## src/rtl/pm_evt_pkg.sv

```systemverilog
package pm_evt_pkg;

    // Event indices; the status bit of event i sits at register bit EVT_BASE + i
    localparam int NUM_EVT     = 4;
    localparam int EVT_BATLOW  = 0;
    localparam int EVT_PME_EXT = 1;
    localparam int EVT_USB     = 2;
    localparam int EVT_PME_INT = 3;

    localparam int SLP_W   = 3;
    localparam int CAUSE_W = 2;

    localparam logic [CAUSE_W-1:0] CAUSE_SLPEN  = 2'd0;
    localparam logic [CAUSE_W-1:0] CAUSE_BUTTON = 2'd1;

    localparam logic ADDR_STS = 1'b0;
    localparam logic ADDR_EN  = 1'b1;

    typedef enum logic [1:0] {
        MODE_RUN,
        MODE_SLEEP,
        MODE_OFF_BUTTON,
        MODE_OFF_POWER
    } route_mode_e;

endpackage

```

## src/rtl/pm_evt_sync.sv

```systemverilog
module pm_evt_sync #(
    parameter int NUM = 4
) (
    input  logic           clk,
    input  logic           rst_n,
    input  logic [NUM-1:0] evt_n,
    output logic [NUM-1:0] fall
);

    // Two synchroniser flops plus one history flop per event
    for (genvar i = 0; i < NUM; i++) begin : g_evt
        logic meta_q, sync_q, hist_q;

        always_ff @(posedge clk or negedge rst_n) begin
            if (!rst_n) begin
                meta_q <= 1'b1;
                sync_q <= 1'b1;
                hist_q <= 1'b1;
            end else begin
                meta_q <= evt_n[i];
                sync_q <= meta_q;
                hist_q <= sync_q;
            end
        end

        assign fall[i] = hist_q & ~sync_q;
    end

endmodule

```

## src/rtl/pm_evt_regs.sv

```systemverilog
module pm_evt_regs
    import pm_evt_pkg::*;
#(
    parameter int REG_W    = 16,
    parameter int EVT_BASE = 10
) (
    input  logic               clk,
    input  logic               rst_n,
    input  logic               rsm_rst_n,
    input  logic [NUM_EVT-1:0] set_pulse,
    input  logic               wr,
    input  logic               addr,
    input  logic [NUM_EVT-1:0] wr_bits,
    output logic [NUM_EVT-1:0] sts_q,
    output logic [NUM_EVT-1:0] en_q,
    output logic [REG_W-1:0]   rdata
);

    for (genvar i = 0; i < NUM_EVT; i++) begin : g_bit
        logic bit_rst_n;
        logic sts_r;
        logic clr;

        // The USB flag also answers to the resume-domain reset
        if (i == EVT_USB) begin : g_rsm
            assign bit_rst_n = rst_n & rsm_rst_n;
        end else begin : g_main
            assign bit_rst_n = rst_n;
        end

        assign clr = wr && (addr == ADDR_STS) && wr_bits[i];

        // Hardware set has priority over a software clear
        always_ff @(posedge clk or negedge bit_rst_n) begin
            if (!bit_rst_n)
                sts_r <= 1'b0;
            else if (set_pulse[i])
                sts_r <= 1'b1;
            else if (clr)
                sts_r <= 1'b0;
        end
        assign sts_q[i] = sts_r;

        // Battery-low carries no enable
        if (i == EVT_BATLOW) begin : g_no_en
            assign en_q[i] = 1'b0;
        end else begin : g_en
            logic en_r;
            always_ff @(posedge clk or negedge rst_n) begin
                if (!rst_n)
                    en_r <= 1'b0;
                else if (wr && (addr == ADDR_EN))
                    en_r <= wr_bits[i];
            end
            assign en_q[i] = en_r;
        end
    end

    always_comb begin
        rdata = '0;
        for (int i = 0; i < NUM_EVT; i++) begin
            rdata[EVT_BASE + i] = (addr == ADDR_EN) ? en_q[i] : sts_q[i];
        end
    end

endmodule

```

## src/rtl/pm_evt_mode.sv

```systemverilog
module pm_evt_mode
    import pm_evt_pkg::*;
(
    input  logic               clk,
    input  logic               rst_n,
    input  logic [SLP_W-1:0]   slp_state,
    input  logic [CAUSE_W-1:0] s5_cause,
    output route_mode_e        mode_q,
    output logic               is_run,
    output logic               int_ok,
    output logic               ext_ok
);

    route_mode_e mode_d;

    // Next mode from the decoded sleep inputs
    always_comb begin
        unique case (slp_state)
            3'd1, 3'd2, 3'd3, 3'd4: mode_d = MODE_SLEEP;
            3'd5: begin
                unique case (s5_cause)
                    CAUSE_SLPEN:  mode_d = MODE_SLEEP;
                    CAUSE_BUTTON: mode_d = MODE_OFF_BUTTON;
                    default:      mode_d = MODE_OFF_POWER;
                endcase
            end
            default: mode_d = MODE_RUN;
        endcase
    end

    // State register
    always_ff @(posedge clk or negedge rst_n) begin
        if (!rst_n)
            mode_q <= MODE_RUN;
        else
            mode_q <= mode_d;
    end

    // Routing permissions per state
    always_comb begin
        is_run = 1'b0;
        int_ok = 1'b0;
        ext_ok = 1'b0;
        unique case (mode_q)
            MODE_RUN:        is_run = 1'b1;
            MODE_SLEEP: begin
                int_ok = 1'b1;
                ext_ok = 1'b1;
            end
            MODE_OFF_BUTTON: ;
            MODE_OFF_POWER:  int_ok = 1'b1;
        endcase
    end

endmodule

```

## src/rtl/pm_evt_route.sv

```systemverilog
module pm_evt_route
    import pm_evt_pkg::*;
(
    input  logic [NUM_EVT-1:0] sts,
    input  logic [NUM_EVT-1:0] en,
    input  logic               is_run,
    input  logic               int_ok,
    input  logic               ext_ok,
    input  logic               sci_en,
    output logic               sci,
    output logic               smi,
    output logic               wake
);

    logic [NUM_EVT-1:0] act;
    logic               act_unused;
    logic               any_run;

    assign act        = sts & en;
    assign act_unused = act[EVT_BATLOW];
    assign any_run    = is_run & (act[EVT_PME_INT] | act[EVT_PME_EXT] | act[EVT_USB]);

    always_comb begin
        sci  = (any_run & sci_en)
             | (int_ok & sci_en & act[EVT_PME_INT])
             | (ext_ok & act[EVT_PME_EXT]);
        smi  = (any_run & ~sci_en)
             | (int_ok & ~sci_en & act[EVT_PME_INT]);
        wake = (int_ok & act[EVT_PME_INT])
             | (ext_ok & act[EVT_PME_EXT])
             | (~is_run & act[EVT_USB]);
    end

endmodule

```

## src/rtl/pm_evt_stat.sv

```systemverilog
module pm_evt_stat
    import pm_evt_pkg::*;
#(
    parameter int REG_W    = 16,
    parameter int EVT_BASE = 10
) (
    input  logic               clk,
    input  logic               rst_n,
    input  logic               rsm_rst_n,
    input  logic               pme_int_n,
    input  logic               usb_wake_n,
    input  logic               pme_ext_n,
    input  logic               batlow_n,
    input  logic [SLP_W-1:0]   slp_state,
    input  logic [CAUSE_W-1:0] s5_cause,
    input  logic               sci_en,
    input  logic               reg_wr,
    input  logic               reg_addr,
    input  logic [REG_W-1:0]   reg_wdata,
    output logic [REG_W-1:0]   reg_rdata,
    output logic               sci,
    output logic               smi,
    output logic               wake
);

    logic [NUM_EVT-1:0] evt_n;
    logic [NUM_EVT-1:0] set_pulse;
    logic [NUM_EVT-1:0] sts_q;
    logic [NUM_EVT-1:0] en_q;
    logic [NUM_EVT-1:0] wr_bits;
    logic               wdata_unused;
    route_mode_e        mode_q;
    logic               is_run, int_ok, ext_ok;

    always_comb begin
        evt_n              = '1;
        evt_n[EVT_BATLOW]  = batlow_n;
        evt_n[EVT_PME_EXT] = pme_ext_n;
        evt_n[EVT_USB]     = usb_wake_n;
        evt_n[EVT_PME_INT] = pme_int_n;
    end

    assign wr_bits      = reg_wdata[EVT_BASE +: NUM_EVT];
    assign wdata_unused = ^reg_wdata;

    pm_evt_sync #(.NUM(NUM_EVT)) i_sync (
        .clk   (clk),
        .rst_n (rst_n),
        .evt_n (evt_n),
        .fall  (set_pulse)
    );

    pm_evt_regs #(.REG_W(REG_W), .EVT_BASE(EVT_BASE)) i_regs (
        .clk       (clk),
        .rst_n     (rst_n),
        .rsm_rst_n (rsm_rst_n),
        .set_pulse (set_pulse),
        .wr        (reg_wr),
        .addr      (reg_addr),
        .wr_bits   (wr_bits),
        .sts_q     (sts_q),
        .en_q      (en_q),
        .rdata     (reg_rdata)
    );

    pm_evt_mode i_mode (
        .clk       (clk),
        .rst_n     (rst_n),
        .slp_state (slp_state),
        .s5_cause  (s5_cause),
        .mode_q    (mode_q),
        .is_run    (is_run),
        .int_ok    (int_ok),
        .ext_ok    (ext_ok)
    );

    pm_evt_route i_route (
        .sts    (sts_q),
        .en     (en_q),
        .is_run (is_run),
        .int_ok (int_ok),
        .ext_ok (ext_ok),
        .sci_en (sci_en),
        .sci    (sci),
        .smi    (smi),
        .wake   (wake)
    );

endmodule

```

## config.mk

```make
export PLATFORM = sky130hd
export DESIGN_NAME = pm_evt_stat
export DESIGN_NICKNAME = d
export VERILOG_FILES = /design/src/rtl/pm_evt_pkg.sv /design/src/rtl/pm_evt_sync.sv /design/src/rtl/pm_evt_regs.sv /design/src/rtl/pm_evt_mode.sv /design/src/rtl/pm_evt_route.sv /design/src/rtl/pm_evt_stat.sv
export SDC_FILE = /design/constraint.sdc
export NUM_CORES = 1
export LEC_CHECK = 0
export BUFFER_PORTS_ARGS = -buffer_cell sky130_fd_sc_hd__buf_2
export CORE_MARGIN = 2
export CORE_UTILIZATION = 42
export CTS_CLUSTER_SIZE = 14
export DETAILED_ROUTE_END_ITERATION = 6
export PLACE_DENSITY = 0.77
export SYNTH_ARGS = -nofsm -noshare
export SYNTH_HDL_FRONTEND = slang
export SYNTH_SLANG_ARGS = --single-unit
```

## constraint.sdc

```tcl
create_clock -name clk -period 1.3 [get_ports clk]
set_clock_uncertainty 0.05 [all_clocks]
set_input_delay 0.26 -clock clk [delete_from_list [all_inputs] [get_ports clk]]
set_output_delay 0.26 -clock clk [all_outputs]
set_load 0.005 [all_outputs]
```

==> results.md <==
- Status: finished with violations
- Failing checks: negative setup slack
- Synth Area in XOR/XNOR: 0%
- DRT Wirelength: 1.82 mm
- Hold Path Class: input port to flop
- Initial DRC count: 7
- Post-synth top area cell: dfstp_2
- Capturing element type of the critical path: output port
- First-pass GRT wire length: 2.85 mm
- YS warnings: 0
- Prevailing post-synth register cell: dfstp_2
- Layout cell share with drive strength beyond 1: 58.3%
- PwrDens: 1140 nW/um^2
- Post-route ant nets: 0
- Reg2Reg Setup Slack: 0.29 ns
- Logic gate share of total power: 23.6%
- CTS H-tree depth: 1
- GR Util met2: 27.4%
- Crit path max fanout: 4
- Combinational family with the most area after synthesis: buffers and inverters
- Synthesized area per cell: 12.1 sq um
- GR Overflow Total: 0
- Netlist cell types: 21
- Root Buffer: clkbuf_4
- TritonCTS clock tree: done
- Final Cycle Share: 123%
- Die width: 50.4 um
- Complex-gate fraction of the synthesized area: 10.7%
- Io pins: 50
- Synth top area share: 34.9%
- Vias: 696
- Cells after Synth: 75
- Post-synth EDFFs: 0
- Crit path launch type: flop
- Remaining DRCs: 0
- Initial Util: 45.2%
- Synth cell count leaders: 12 x buf_4, 12 x dfstp_2, 9 x dfrtp_1, 9 x nand2_1, 6 x mux2_2
- Crit Path Category: flop to output port
- Maxcap violations: 0
- Worst skew pair latency: 0.30 ns
- Cell breakdown of the critical path: nand2_2 -> nand3_2 -> a32o_1 -> buf_2
- Placement Rows: 16
- VDD IR max: 0.767 mV
- Clock Tree Buf Depth: 2
- Switch share: 25.9%
- Clock power share: 22.2%
- Sw Pwr: 0.000361 W
- RSZ-0062 raised after global routing: true
- Slowest library cell on the worst path: dfrtp_1
- Number of setup violations in the final report: 7
- Area occupied by multi-input gates: 325 sq um
- Gr usage total: 15.4%
- Worst path max stage delay: 0.43 ns
- Fin Hold WS: 0.0792 ns
- Yosys reg bits: 21
- # fillers: 173
- Setup TNS: -1.57 ns
- Simple-Gate Fraction of Synth Area: 10.1%
- Mapped cell area: 905 sq um
- Final min period: 1.60 ns
- Area share of fa/ha/maj cells after synthesis: 0%
- Synth top area cells: dfstp_2 35%, dfrtp_1 25%, buf_4 10%
- Reg area: 541 sq um
- Die Ht: 50.4 um
- Met1 Use GR: 16.2%
- Die area: 2540 sq um
- LEAKAGE: 0.596 nW
- Max-slew violation count: 0
- CP arrival: 1.29 ns
- Sequential share of power: 54.2%
- Clk slew on worst S/H paths: 0.11 ns
- Fmax: 626 MHz
- DP HPWL: 1.14 mm
- Seq/Total Area, Yosys: 59.8%
- Most Crowded Layer GR: met2
- Vias in the first global route: 689
- Mux share of post-synthesis cell area: 7.47%
- Placer Congestion: 0.707
- Pint: 0.00103 W
- IO buf count: 25
- Core Region: 2000 sq um
- Clk sink count: 21
- DR WL/cell: 12.4 um
- Final Hold Viols: 0
- Vias per cell: 4.73
- Req. time, crit path: 0.99 ns
- 1st-pass router iterations: 4
- Ant. Diodes: 0
- Initial antenna violation count: 0
- Total CTS buffers: 3
- Fin nets: 152
- Final setup margin: -0.298 ns
- GR met3 Demand/Resource: 3.57%
- Largest net degree at the start of global routing: 22
- Async set or reset register ratio after synthesis: 100%
- Area Growth Syn to Fin: 35.5%
[through the flow]
stage	total power [W]	cell area [sq um]	utilization [%]	setup slack [ns]	std cells
after floorplan	0.000897	946	-	0.130	86
after global placement	0.000965	1020	51.1	0.0569	127
after detailed placement	0.000977	1020	51.1	0.00896	127
after CTS	0.00138	1200	60.1	-0.285	145
after global routing	0.00147	1230	61.3	-0.362	147
final	0.00139	1230	61.3	-0.298	147
[power by group through the flow]
stage	Combinational (W)	Sequential [W]	Clock [W]
5_1_grt	0.000363	0.000759	0.000347
4_1_cts	0.000304	0.000753	0.000321
3_3_place_gp	0.000204	0.000761	0
6_report	0.000329	0.000755	0.000308
2_1_floorplan	0.000143	0.000754	0
3_5_place_dp	0.000213	0.000764	0
[logic make-up (layout without fill, tap and decap cells)]
kind of cell	after synthesis	in the layout
compound gates	12	12
buf+inv	16	50
flops	21	21
mux	6	6
other cells	1	12
simple gates	19	19
[layout make-up]
type | instances | share of cell area, %
Inverter | 4 | 1.22
Tap cell | 27 | 2.76
Clock buffer | 4 | 2.14
Multi-Input combinational cell | 49 | 26.5
Timing Repair Buffer | 42 | 23.3
Sequential cell | 21 | 44.1
[layout by cell type, fill, tap and decap left out, drive strengths merged]
cell	n
o21ai	2
and2b	2
clkbuf	4
dfstp	12
a311oi	1
nand2	10
dlygate4sd3	6
o21bai	1
mux2	6
and2	1
inv	4
dfrtp	9
nor3	2
a21oi	1
conb	12
buf	36
a22o	4
nand3	2
o2bb2ai	1
a32o	1
a31oi	1
nor2	2
[state kept, by name, indices dropped and copies added, names as in the netlist]
register and count:
i_mode.mode_q 2, i_regs.g_bit.g_en.en_r 3, i_regs.g_bit.sts_r 4, i_sync.g_evt.hist_q 4
i_sync.g_evt.meta_q 4, i_sync.g_evt.sync_q 4
[metal layers]
layer,wire length [um],vias up
met2,955,31
met5,0,-
li1,-,321
met1,731,340
met3,110,4
met4,26,0
[critical path: cells and delay by family, from the launching register on]
kind	cells	cell delay (ns)
compound gates	1	0.22
simple gates	2	0.20
buf+inv	1	0.12
flops	1	0.43
[worst paths after layout]
kind | endpoint | cells past startpoint | from
setup / recovery | sci | 4 | i_regs.g_bit[3].sts_r$_DFFE_PN0P_
setup reg to reg | i_regs.g_bit[2].sts_r$_DFFE_PN0P_ | 3 | i_regs.g_bit[2].sts_r$_DFFE_PN0P_
min in group asynchronous | i_regs.g_bit[2].sts_r$_DFFE_PN0P_ | 3 | rsm_rst_n
hold reg to reg | i_sync.g_evt[3].sync_q$_DFF_PN1_ | 0 | i_sync.g_evt[3].meta_q$_DFF_PN1_
hold / removal | i_mode.mode_q[1]$_DFF_PN0_ | 2 | slp_state[1]
max in group asynchronous | i_regs.g_bit[2].sts_r$_DFFE_PN0P_ | 3 | rst_n
[repair_timing]
action,in CTS,in global routing
resized for setup,10,3
buffers inserted,8,2
hold buffers,6,0
hold endpoints to repair,13,0
endpoints found under the setup margin,7,7
pin swaps,5,1
Note: power is estimated with default switching activity, not from simulation.
